File: src/rtl/spillSeqPkg.sv
package spillSeqPkg;
  localparam int MAX_TRIG = 4;
  localparam int SAMPLES  = 32;
  localparam int SLOT_W   = $clog2(MAX_TRIG);
  localparam int CNT_W    = $clog2(MAX_TRIG + 1);
  localparam int STEP_W   = $clog2(SAMPLES);
  localparam int CHAN_W   = STEP_W + 1;

  typedef enum logic [2:0] {
    S_IDLE, S_ACQ, S_DRAIN, S_MRST, S_SAMP, S_REL
  } seqState_t;

  typedef struct packed {
    logic              stamp;
    logic [SLOT_W-1:0] wrIdx;
    logic              capture;
    logic              gainLo;
    logic [STEP_W-1:0] step;
    logic [SLOT_W-1:0] slot;
    logic              spillStart;
    logic              tickCount;
  } seqStrobe_t;
endpackage

File: src/rtl/spillSeqCtrl.sv
module spillSeqCtrl
  import spillSeqPkg::*;
#(
  parameter int LAT_W = 8
) (
  input  logic             clk,
  input  logic             rstN,
  input  logic             spillOn,
  input  logic             freeRun,
  input  logic             bunchTick,
  input  logic             discHit,
  input  logic [LAT_W-1:0] latency,
  output seqStrobe_t       strobe,
  output logic             plnClk,
  output logic             preReset,
  output logic             skipTrig,
  output logic             muxReset,
  output logic             muxClk,
  output logic             adcSel,
  output logic             moveData,
  output logic             busy
);
  seqState_t         state;
  logic              modeFree, hitPrev;
  logic [CNT_W-1:0]  trigCnt;
  logic [LAT_W-1:0]  latCnt;
  logic [SLOT_W-1:0] slot;
  logic [STEP_W-1:0] step;
  logic [1:0]        ph;
  logic              acquiring, hitAcc;

  assign acquiring = (state == S_ACQ) || (state == S_DRAIN);
  assign hitAcc    = discHit && !hitPrev && acquiring && (trigCnt < CNT_W'(MAX_TRIG));

  always_ff @(posedge clk) begin
    if (!rstN) begin
      state    <= S_IDLE;
      modeFree <= 1'b0;
      hitPrev  <= 1'b0;
      trigCnt  <= '0;
      latCnt   <= '0;
      slot     <= '0;
      step     <= '0;
      ph       <= '0;
      skipTrig <= 1'b0;
      plnClk   <= 1'b0;
      preReset <= 1'b0;
    end else begin
      hitPrev  <= discHit;
      skipTrig <= hitAcc;
      plnClk   <= bunchTick && acquiring;
      preReset <= bunchTick && acquiring;
      if (hitAcc) trigCnt <= trigCnt + 1'b1;
      case (state)
        S_IDLE: if (spillOn || freeRun) begin
          state    <= S_ACQ;
          modeFree <= !spillOn;
          trigCnt  <= '0;
        end
        S_ACQ: if (modeFree ? (hitAcc || !freeRun) : !spillOn) begin
          state  <= S_DRAIN;
          latCnt <= '0;
        end
        S_DRAIN: begin
          if (latCnt >= latency) begin
            state <= (trigCnt != '0 || hitAcc) ? S_MRST : S_IDLE;
            slot  <= '0;
          end else if (bunchTick) begin
            latCnt <= latCnt + 1'b1;
          end
        end
        S_MRST: begin
          state <= S_SAMP;
          step  <= '0;
          ph    <= '0;
        end
        S_SAMP: begin
          ph <= ph + 2'd1;
          if (ph == 2'd3) begin
            if (step == STEP_W'(SAMPLES - 1)) state <= S_REL;
            else step <= step + 1'b1;
          end
        end
        S_REL: begin
          if (CNT_W'(slot) + 1'b1 >= trigCnt) state <= S_IDLE;
          else begin
            slot  <= slot + 1'b1;
            state <= S_MRST;
          end
        end
        default: state <= S_IDLE;
      endcase
    end
  end

  assign muxReset = (state == S_MRST);
  assign muxClk   = (state == S_SAMP) && (ph == 2'd0);
  assign adcSel   = (state == S_SAMP) && ph[1];
  assign moveData = (state == S_REL);
  assign busy     = (state == S_DRAIN) || (state == S_MRST) ||
                    (state == S_SAMP)  || (state == S_REL);

  always_comb begin
    strobe            = '0;
    strobe.stamp      = hitAcc;
    strobe.wrIdx      = trigCnt[SLOT_W-1:0];
    strobe.capture    = (state == S_SAMP) && ph[0];
    strobe.gainLo     = ph[1];
    strobe.step       = step;
    strobe.slot       = slot;
    strobe.spillStart = (state == S_IDLE) && (spillOn || freeRun);
    strobe.tickCount  = bunchTick && acquiring;
  end
endmodule

File: src/rtl/spillSeqData.sv
module spillSeqData
  import spillSeqPkg::*;
#(
  parameter int ADC_W   = 10,
  parameter int TIME_W  = 16,
  parameter int BUNCH_W = 12,
  parameter int BOARD_W = 8
) (
  input  logic               clk,
  input  logic               rstN,
  input  seqStrobe_t         strobe,
  input  logic [ADC_W-1:0]   adcBus,
  input  logic [ADC_W-1:0]   pedVal,
  input  logic [ADC_W-1:0]   threshold,
  input  logic               rawMode,
  input  logic [BOARD_W-1:0] boardId,
  output logic               recValid,
  output logic [TIME_W-1:0]  recTime,
  output logic [BUNCH_W-1:0] recBunch,
  output logic [BOARD_W-1:0] recBoard,
  output logic [CHAN_W-1:0]  recChan,
  output logic [ADC_W-1:0]   recData
);
  logic [TIME_W-1:0]  timeCnt;
  logic [BUNCH_W-1:0] bunchNum;
  logic [TIME_W-1:0]  stampTime  [MAX_TRIG];
  logic [BUNCH_W-1:0] stampBunch [MAX_TRIG];
  logic [ADC_W:0]     diff;
  logic [ADC_W-1:0]   corr, value;
  logic               keep;

  assign diff  = {1'b0, adcBus} - {1'b0, pedVal};
  assign corr  = diff[ADC_W] ? '0 : diff[ADC_W-1:0];
  assign keep  = rawMode || (corr > threshold);
  assign value = rawMode ? adcBus : corr;

  always_ff @(posedge clk) begin
    if (!rstN) begin
      timeCnt  <= '0;
      bunchNum <= '0;
      recValid <= 1'b0;
      recTime  <= '0;
      recBunch <= '0;
      recBoard <= '0;
      recChan  <= '0;
      recData  <= '0;
      for (int i = 0; i < MAX_TRIG; i++) begin
        stampTime[i]  <= '0;
        stampBunch[i] <= '0;
      end
    end else begin
      timeCnt <= timeCnt + 1'b1;
      if (strobe.spillStart) bunchNum <= '0;
      else if (strobe.tickCount) bunchNum <= bunchNum + 1'b1;
      if (strobe.stamp) begin
        stampTime[strobe.wrIdx]  <= timeCnt;
        stampBunch[strobe.wrIdx] <= bunchNum;
      end
      recValid <= strobe.capture && keep;
      if (strobe.capture) begin
        recTime  <= stampTime[strobe.slot];
        recBunch <= stampBunch[strobe.slot];
        recBoard <= boardId;
        recChan  <= {strobe.step, strobe.gainLo};
        recData  <= value;
      end
    end
  end
endmodule

File: src/rtl/spillSeq.sv
module spillSeq
  import spillSeqPkg::*;
#(
  parameter int ADC_W   = 10,
  parameter int TIME_W  = 16,
  parameter int BUNCH_W = 12,
  parameter int BOARD_W = 8,
  parameter int LAT_W   = 8
) (
  input  logic               clk,
  input  logic               rstN,
  input  logic               spillOn,
  input  logic               freeRun,
  input  logic               bunchTick,
  input  logic               discHit,
  input  logic               rawMode,
  input  logic [LAT_W-1:0]   latency,
  input  logic [ADC_W-1:0]   threshold,
  input  logic [BOARD_W-1:0] boardId,
  input  logic [ADC_W-1:0]   adcBus,
  input  logic [ADC_W-1:0]   pedVal,
  output logic               preReset,
  output logic               plnClk,
  output logic               skipTrig,
  output logic               muxReset,
  output logic               muxClk,
  output logic               adcSel,
  output logic               moveData,
  output logic               busy,
  output logic [CHAN_W-1:0]  pedChan,
  output logic               recValid,
  output logic [TIME_W-1:0]  recTime,
  output logic [BUNCH_W-1:0] recBunch,
  output logic [BOARD_W-1:0] recBoard,
  output logic [CHAN_W-1:0]  recChan,
  output logic [ADC_W-1:0]   recData
);
  seqStrobe_t strobe;

  spillSeqCtrl #(.LAT_W(LAT_W)) ctrl (
    .clk, .rstN, .spillOn, .freeRun, .bunchTick, .discHit, .latency,
    .strobe, .plnClk, .preReset, .skipTrig, .muxReset, .muxClk, .adcSel,
    .moveData, .busy
  );

  spillSeqData #(.ADC_W(ADC_W), .TIME_W(TIME_W), .BUNCH_W(BUNCH_W), .BOARD_W(BOARD_W)) data (
    .clk, .rstN, .strobe, .adcBus, .pedVal, .threshold, .rawMode, .boardId,
    .recValid, .recTime, .recBunch, .recBoard, .recChan, .recData
  );

  assign pedChan = {strobe.step, strobe.gainLo};
endmodule

File: config.mk
export PLATFORM = sky130hd
export DESIGN_NAME = spillSeq
export DESIGN_NICKNAME = d
export VERILOG_FILES = /design/src/rtl/spillSeqPkg.sv /design/src/rtl/spillSeqCtrl.sv /design/src/rtl/spillSeqData.sv /design/src/rtl/spillSeq.sv
export SDC_FILE = /design/constraint.sdc
export NUM_CORES = 1
export LEC_CHECK = 0
export BUFFER_PORTS_ARGS = -buffer_cell sky130_fd_sc_hd__buf_2
export CELL_PAD_IN_SITES_DETAIL_PLACEMENT = 0
export CELL_PAD_IN_SITES_GLOBAL_PLACEMENT = 1
export CORE_ASPECT_RATIO = 1.75
export CORE_MARGIN = 5
export CORE_UTILIZATION = 53
export CTS_BUF_LIST = sky130_fd_sc_hd__clkbuf_8
export CTS_CLUSTER_DIAMETER = 40
export DETAILED_ROUTE_END_ITERATION = 16
export GPL_ROUTABILITY_DRIVEN = 1
export PLACE_DENSITY_LB_ADDON = 0.1
export RECOVER_POWER = 50
export SLEW_MARGIN = 0
export SYNTH_ARGS = -nofsm -noshare
export SYNTH_HDL_FRONTEND = slang
export SYNTH_HIERARCHICAL = 1
export SYNTH_SLANG_ARGS = --single-unit
File: constraint.sdc
create_clock -name clk -period 10.7 [get_ports clk]
set_input_delay 0.535 -clock clk [delete_from_list [all_inputs] [get_ports clk]]
set_output_delay 0.535 -clock clk [all_outputs]
set_load 0.01 [all_outputs]
Word-level counts from Yosys, hierarchy flattened
Memories as Yosys holds them, arrays and structs flattened. A register that Yosys moved wholly into a read port is not among the register bits.
Cells that the tools add are included.

storage, ports and cells
  memories = 2
  bits in writable memories = 112
  output and inout port bits = 67
  flip-flop bits (word level) = 80

operators by class
  mux-type cells = 35
  order comparisons = 4
  $add $sub $neg = 9
  reduce and logical (&&, ||, !) cells = 36
  bitwise logic cells = 1
  equality and inequality tests = 16

memory list
  name             words  bits a word  read ports  clocked after Yosys merged registers in  write ports  RTL line            RTL
  data.stampTime   4      16           1           1                                        4            spillSeqData.sv:26  logic [TIME_W-1:0] stampTime [MAX_TRIG];
  data.stampBunch  4      12           1           1                                        4            spillSeqData.sv:27  logic [BUNCH_W-1:0] stampBunch [MAX_TRIG];

operator list
  operator                                                          count
  3-bit 2-to-1 mux                                                  8
  8-bit 2-to-1 mux                                                  3
  10-bit 2-to-1 mux                                                 2
  3-bit case mux with 6 select lines                                1
  16-bit by 1-bit adder with 16-bit output (second input constant)  1
  16-bit 2-to-1 mux                                                 1
  8-bit case mux with 2 select lines                                1
  16-bit OR reduction                                               1
  12-bit by 1-bit adder with 12-bit output (second input constant)  1
  12-bit 2-to-1 mux                                                 1
  2-bit 2-to-1 mux                                                  6
  2-bit != test (second input constant)                             6
  12-bit OR reduction                                               1
  10-bit by 10-bit subtractor with 11-bit output                    1
  10-bit > comparator                                               1
  5-bit 2-to-1 mux                                                  2
  5-bit case mux with 2 select lines                                1
  1-bit logical AND                                                 9
  8-bit by 1-bit adder with 8-bit output (second input constant)    1
  8-bit greater-or-equal comparator                                 1
  1-bit logical OR                                                  8
  2-bit case mux with 2 select lines                                2
  1-bit 2-to-1 mux                                                  7
  3-bit by 2-bit == test with 1-bit output (second input constant)  2
  other kinds (22)                                                  33

Logic depth before layout (Yosys ltp)
Gate-level depths: netlist (run 1).

  depth after elaboration = 9
  gate-level depth with buffers = 15
  gate-level depth less buffers = 15

Modules after synthesis
Netlist (run 1), hierarchy kept.

by module, submodules not included
  module        seq. area each (um2)  area an instance (um2)  cells each  times used
  spillSeqData  4984.8                8857.2                  711         1
  spillSeqCtrl  540.5                 1737.9                  202         1

Worst setup path after synthesis (run 1)
Ideal clock, no wire load.

  path kind = in2reg
  start point = in discHit
  end point = mem data.stampBunch[2][0] (enable)
  path slack = 6.610 ns
  stages on the path = 7
  path buffers = 2
  data arrival time = 3.638 ns
  setup time = 0.452 ns
  data required time = 10.248 ns
  path through = nand2b_1 or4_1 inv_1 buf_4 clkbuf_1 nand2_1 o21ai_0

RTL lines
  item             RTL line            RTL
  start, declared  spillSeq.sv:15      input logic discHit,
  end, declared    spillSeqData.sv:27

==> summary.md, run 1 <==
| Metric | Value |
|---|---|
| Critical Path Max Stage Delay | 2.07 ns |
| Worst skew pair latency | 0.50 ns |
| Initial antenna violation count | 0 |
| CTS sink count | 220 |
| Global-route wire length before repair | 36800 µm |
| Drt first-iter violations | 276 |
| Yosys cell types | 67 |
| Fmax | 0.191 GHz |
| Relative slew slack | -86.2% |
| Postcts setup bufs | 0 |
| Setup TNS | 0 ns |
| Die W | 117 µm |
| Max_cap viols | 4 |
| Dpl hpwl | 15300 µm |
| Cells after Synth | 913 |
| # rows | 68 |
| Root Driver | clkbuf_8 |
| Largest net degree at the start of global routing | 68 |
| Die ar. | 23000 µm² |
| WL/cell | 17.1 µm |
| Leak | 4.67 nW |
| Post-synthesis cell area | 10600 µm² |
| Finish-stage setup viols | 0 |
| Most area-hungry cell type in the Yosys netlist | edfxtp_1 |
| CTS tree | built |
| Worst slack, placed | 6.49 ns |
| Final ANT Viol Nets | 0 |
| Crit-path slowest cell | clkbuf_1 |
| Status | finished with violations |
| NumNets Final | 1122 |
| Unrepaired setup endpoints after global routing | no |
| Fin util | 60.7% |
| Register area share after synthesis | 52.1% |
| Die span in y | 197 µm |
| Critical-path cell list | or3b_2 > nor2_1 > clkbuf_1 > o221ai_1 > a21oi_1 |
| Slew @ Worst Pin | 2.79 ns |
| Mean Syn Cell Area | 11.6 µm² |
| Startpoint types | flip-flop |
| WS Path Type | reg -> reg |
| Total power draw | 1.96 mW |
| CTS Buf Count | 34 |
| Area grow syn2layout | 13.1% |
| Drt drc | 0 |
| Final Hold Slack | 0.256 ns |
| WP data required | 11.13 ns |
| Via/cell ratio | 5.41 |
| CP max FO | 40 |
| Remaining Overflow, GRT | 0 |
| Worst endpoint data arrival time | 5.65 ns |
| Met1 usage | 22.9% |
| Share of cells above drive strength 1 | 14.5% |
| Pwr per Cell Area | 163 nW/µm² |
| Failing checks | max-capacitance violations, max-slew violations |
| Post_cts resized | 0 |
| GRT busiest layer | met2 |
| Top_reg_cell synth | edfxtp_1 |
| Clk pin slew, worst setup/hold paths | 0.06 ns |
| Drt first pass iters | 4 |
| Setup Skew | 0.00995 ns |
| Number of synthesized flops with an enable pin | 112 |
| I/O pin cnt | 120 |
| Initial Util | 53.7% |
| Final Hold Viols | 0 |
| Routability cong. | 0.808 |
| GRT Total Usage | 20.0% |
| Final worst path period share | 48.8% |
| Met2 GRT Util | 37.6% |
| Drt total wl | 22200 µm |
| Hold Buf Count CTS | 0 |
| Synth top area cells | edfxtp_1 (32%), dfxtp_1 (20%), mux4_2 (6.0%) |
| Crit path time final | 5.22 ns |
| Final setup margin | 5.48 ns |
| Port Buffer Count | 119 |
| Hold Path Class | in -> reg |
| Max Slew Vio Count | 183 |
| Via count | 7017 |
| Diodes inserted | 0 |
| Peak VDD IR | 0.143 mV |
| Post-synth net total | 1008 |
| Core area | 19700 µm² |
| Maximum clock path buffer count | 3 |
| Synth top area share | 31.7% |
| H-tree depth | 2 |
| Seq cells post-synth | 220 |
| Ys Warns | 6 |
| Crit. End Element | flip-flop |
| FFs w/ async S/R, synth | 0% |
| M3 GR Usage | 3.34% |
| Vias in the first global route | 7374 |
-- worst paths after layout --
path,startpoint,end,slack [ns],cells past startpoint
max reg2reg,ctrl/state[2],data/recData[9],5.48,5
min reg2reg,ctrl/latCnt[7],ctrl/latCnt[7],0.48,1
max,ctrl/state[2],data/recData[9],5.48,5
min,spillOn,ctrl/modeFree,0.26,2
-- sequential cells by signal, summed over array words and instances, names as in the netlist, 2 cells and up --
name             flops
ctrl/step            5
data/recData        10
ctrl/trigCnt         3
data/recBoard        8
ctrl/state           3
ctrl/slot            2
data/recChan         6
data/stampBunch     48
ctrl/ph              2
data/timeCnt        16
data/recBunch       12
ctrl/latCnt          8
data/recTime        16
data/bunchNum       12
data/stampTime      64
-- placed cells by master, fill, tap and decap left out, drive strengths merged, types with 5 or more instances in the layout --
cell and count:
ha 41, dfxtp 108, inv 59, o21ai 21, nand3 27, nor2 52, nand2 27, xor2 18
mux4 28, buf 59, or3 7, mux2i 47, and3 40, o221ai 9, xnor2 13, o211ai 8
nand4 8, o21a 5, a21oi 22, nor2b 50, clkbuf 108, nand2b 13, edfxtp 112, and4 5
nor3 5, and2 100
-- critical path, delay by kind of cell, from the launching register on --
family,cells,cell delay [ns]
buffers and inverters,1,2.07
AND/OR/NAND/NOR,2,1.92
AO/OA/AOI/OAI,2,0.57
flip-flops,1,0.57
-- cell usage after synthesis, drive strengths merged (3+ instances only) --
| cell type | number |
|---|---|
| inv | 44 |
| nor2b | 50 |
| clkbuf | 36 |
| ha | 41 |
| nand3 | 27 |
| o21bai | 3 |
| o221ai | 9 |
| or3 | 7 |
| dfxtp | 108 |
| a21boi | 4 |
| o21a | 5 |
| mux4 | 28 |
| xnor2 | 13 |
| and2 | 100 |
| and4 | 5 |
| mux2i | 47 |
| xor2 | 18 |
| a2111oi | 4 |
| o211ai | 8 |
| nand2 | 27 |
| or3b | 4 |
| a21o | 4 |
| nand3b | 3 |
| nor2 | 52 |
| nor3 | 5 |
| nor3b | 3 |
| nand4 | 8 |
| a21oi | 22 |
| nand2b | 13 |
| o21ai | 21 |
| edfxtp | 112 |
| buf | 15 |
| and3 | 40 |
| o31ai | 3 |
-- cell families (layout without fill, tap and decap cells) --
logic type / count (synthesis) / count (layout) / synth area share, %
AOI/OAI and AO/OA: 100 / 100 / 7.16
xor gates and xnor gates: 31 / 31 / 2.56
adders and majority gates: 42 / 42 / 5.03
buffers and inverters: 95 / 234 / 3.67
DFF: 220 / 220 / 52.1
muxes: 75 / 75 / 10.4
and+or+nand+nor: 350 / 350 / 19.0
-- routing by layer --
layer | share of wire, % | vias up
met2 | 55 | 134
met1 | 39 | 3357
met5 | 0 | -
li1 | - | 3496
met4 | 2.0 | 0
met3 | 4.0 | 30
-- layout make-up --
type | instances | area [µm²]
multi-input combinational | 598 | 4680
sequential | 220 | 5530
timing repair buffer | 129 | 578
inverter | 44 | 165
tap | 245 | 307
fill | 1739 | 7750
clock inverter | 23 | 203
clock buffer | 38 | 523
-- power by group --
part	total (mW)	internal (mW)	leakage, nW	switching [mW]
sequential	0.953	0.923	2.01	0.0302
combinational	0.264	0.104	2.24	0.160
clock	0.740	0.425	0.417	0.315
total	1.96	1.45	4.67	0.505
-- stage by stage --
| step | cell area [µm²] | instances |
|---|---|---|
| finish | 12000 | 1297 |
| CTS | 12100 | 1297 |
| global placement | 11400 | 1236 |
| floorplan | 10600 | 913 |
| detailed placement | 11400 | 1236 |
| global route | 12000 | 1297 |
(Power assumes the default switching activity.)
==> inputs of run 2 (changes only) <==
Settings changed: CORE_UTILIZATION 53 to 49.
Clock period 10.7 ns to 5.4 ns, I/O delays scaled along.
==> run 2 against run 1 <==
  * Largest power group unchanged
  * Maximum frequency up 24%
  * Combinational power rose by 100%
  * Sequential cell count stayed put
  * Critical endpoint is now data/recData[7]
  * Non-clock buffer count increased by 9
  * Critical path depth stayed put
  * Largest cell class unchanged
  * Cell count increased by 4.2%
  * Die area grew 7.6%
  * Worst setup slack lost 4.3 ns
  * Clock-buffer cell count is 4 lower
  * Design area is 0.12% higher
  * Clock power increased by 72%
  * First-iteration DRC count fell by 0.36%
  * The flow still finishes with violations (max-capacitance violations, max-slew violations)
==> summary.md, run 2 (synthesized netlist as in run 1, its figures left out) <==
| Metric | Value |
|---|---|
| WS Path Type | reg -> reg |
| Drt first-iter violations | 275 (-0.36%) |
| Sequential share of power | 51.2% (+2.5 points) |
| Largest net degree at the start of global routing | 62 (-8.8%) |
| Largest registers | data/stampTime (64), data/stampBunch (48) |
| Hold Path Class | in -> reg |
| Worst skew pair latency | 0.53 ns (+0.03 ns) |
| Fin util | 56.0% (-4.7 points) |
| Drt drc | 0 (unchanged) |
| CTS tree | built |
| Setup Skew | 0.0273 ns (+0.0174 ns) |
| Post_cts resized | 0 (unchanged) |
| Initial antenna violation count | 0 (unchanged) |
| CTS Buf Count | 34 (unchanged) |
| Drt first pass iters | 4 (unchanged) |
| Net Sw Frac | 27.6% (+1.8 points) |
| Drt total wl | 23800 µm (+6.9%) |
| Total net switching power | 1.02 mW (+100%) |
| WP data required | 5.78 ns (-5.35 ns) |
| H-tree depth | 2 (unchanged) |
| NumNets Final | 1131 (+0.80%) |
| Multi-input gate area | 4670 µm² (-0.19%) |
| Die span in y | 205 µm (+3.8%) |
| Crit path time final | 4.20 ns (-1.02 ns) |
| Status | finished with violations |
| R2r worst-path depth | 5 (unchanged) |
| Unrepaired setup endpoints after global routing | no |
| WL/cell | 17.6 µm (+2.7%) |
| Internal | 2.67 mW (+84%) |
| Worst endpoint data arrival time | 4.59 ns (-1.06 ns) |
| Hold Buf Count CTS | 8 (+8) |
| Area grow syn2layout | 13.2% |
| Die W | 121 µm (+3.7%) |
| Final ANT Viol Nets | 0 (unchanged) |
| Fmax | 0.238 GHz (+24%) |
| Vias in the first global route | 7476 (+1.4%) |
| Die ar. | 24800 µm² (+7.6%) |
| Clock power share | 34.3% (-3.5 points) |
| Clk pin slew, worst setup/hold paths | 0.07 ns (about the same) |
| GRT Total Usage | 19.7% (-0.33 points) |
| CTS sink count | 220 (unchanged) |
| # rows | 71 (+4.4%) |
| Leak | 4.64 nW (-0.48%) |
| Postcts setup bufs | 0 (unchanged) |
| Seq. cell area | 5530 µm² (unchanged) |
| I/O pin cnt | 120 (unchanged) |
| Diodes inserted | 0 (unchanged) |
| Finish-stage setup viols | 0 (unchanged) |
| Combinational share of power | 14.5% (+1.0 points) |
| Maximum clock path buffer count | 3 (unchanged) |
| Global-route wire length before repair | 38700 µm (+5.1%) |
| Startpoint types | flip-flop |
| Relative slew slack | -68.8% (+17 points) |
| Core area | 21400 µm² (+8.5%) |
| Setup TNS | 0 ns (unchanged) |
| Worst Hold Depth | 3 (+1) |
| Max reg flops | 64 (unchanged) |
| Commonest non-fill, non-tap cell in the layout | edfxtp_1 |
| CP max FO | 24 (-40%) |
| Via/cell ratio | 5.25 (-3.0%) |
| Crit. End Element | flip-flop |
| Final worst path period share | 77.9% (+29 points) |
| Share of cells above drive strength 1 | 13.8% (-0.76 points) |
| # fillers | 1948 (+12%) |
| Initial Util | 49.5% (-4.2 points) |
| Most frequent cells in the layout | edfxtp_1 (112), dfxtp_1 (107), and2_1 (93) |
| Dpl hpwl | 16000 µm (+4.5%) |
| Failing checks | max-capacitance violations, max-slew violations |
| Biggest register | data/stampTime |
| Pwr per Cell Area | 307 nW/µm² (+88%) |
| Remaining Overflow, GRT | 0 (unchanged) |
| Peak VDD IR | 0.202 mV (+41%) |
| Total power draw | 3.69 mW (+89%) |
| Root Driver | clkbuf_8 |
| Via count | 7087 (+1.0%) |
| Routability cong. | 0.803 (-0.53%) |
| Slew @ Worst Pin | 2.53 ns (-0.261 ns) |
| Final Hold Viols | 0 (unchanged) |
| Max_cap viols | 4 (unchanged) |
| Max Slew Vio Count | 145 (-21%) |
| Port Buffer Count | 119 (unchanged) |
==> run 2: per-stage QoR <==
step	hold WS (ns)	setup WS (ns)	cell area, µm²	instances
2_1_floorplan	0.364	1.41	10600	913
3_3_place_gp	0.480	1.95	11500	1284
3_5_place_dp	0.485	1.87	11500	1284
4_1_cts	0.000124	1.86	12100	1351
5_1_grt	0.00534	0.918	12000	1351
6_report	0.0148	1.20	12000	1351
==> run 2: cell type report <==
type                       instances  area share [%]
inverter                          44            1.38
clock inverter                    25            1.12
clock buffer                      34            3.90
sequential                       220            46.1
timing repair buffer             138            5.55
multi-input combinational        598            39.0
tap                              292            3.04
==> run 2: worst max-delay path: stages (launching register included) <==
cell,delay (ns)
dfxtp_1,0.57
or3b_2,0.56
nor2_1,1.70
nand2_1,0.74
o221ai_1,0.40
a21oi_1,0.08
==> run 2: layer usage <==
| metal | track usage, % | part of all wire [%] |
|---|---|---|
| met5 | 0 | 0 |
| met4 | 6.05 | 1.5 |
| met3 | 3.23 | 3.6 |
| met2 | 37.7 | 56 |
| met1 | 22.0 | 39 |
==> run 2: final timing paths <==
kind | startpoint | slack [ns] | end
max | ctrl/state[2] | 1.20 | data/recData[7]
min | boardId[6] | 0.01 | data/recBoard[6]
max reg2reg | ctrl/state[2] | 1.20 | data/recData[7]
min reg2reg | ctrl/latCnt[7] | 0.49 | ctrl/latCnt[7]
==> run 2: power groups by stage <==
| stage | registers (mW) | clock network (mW) | logic (mW) |
|---|---|---|---|
| 3_3_place_gp | 1.92 | 0 | 0.555 |
| 3_5_place_dp | 1.93 | 0 | 0.555 |
| 2_1_floorplan | 1.89 | 0 | 0.427 |
| 5_1_grt | 1.90 | 1.39 | 0.595 |
| 4_1_cts | 1.89 | 1.31 | 0.561 |
| 6_report | 1.89 | 1.27 | 0.533 |
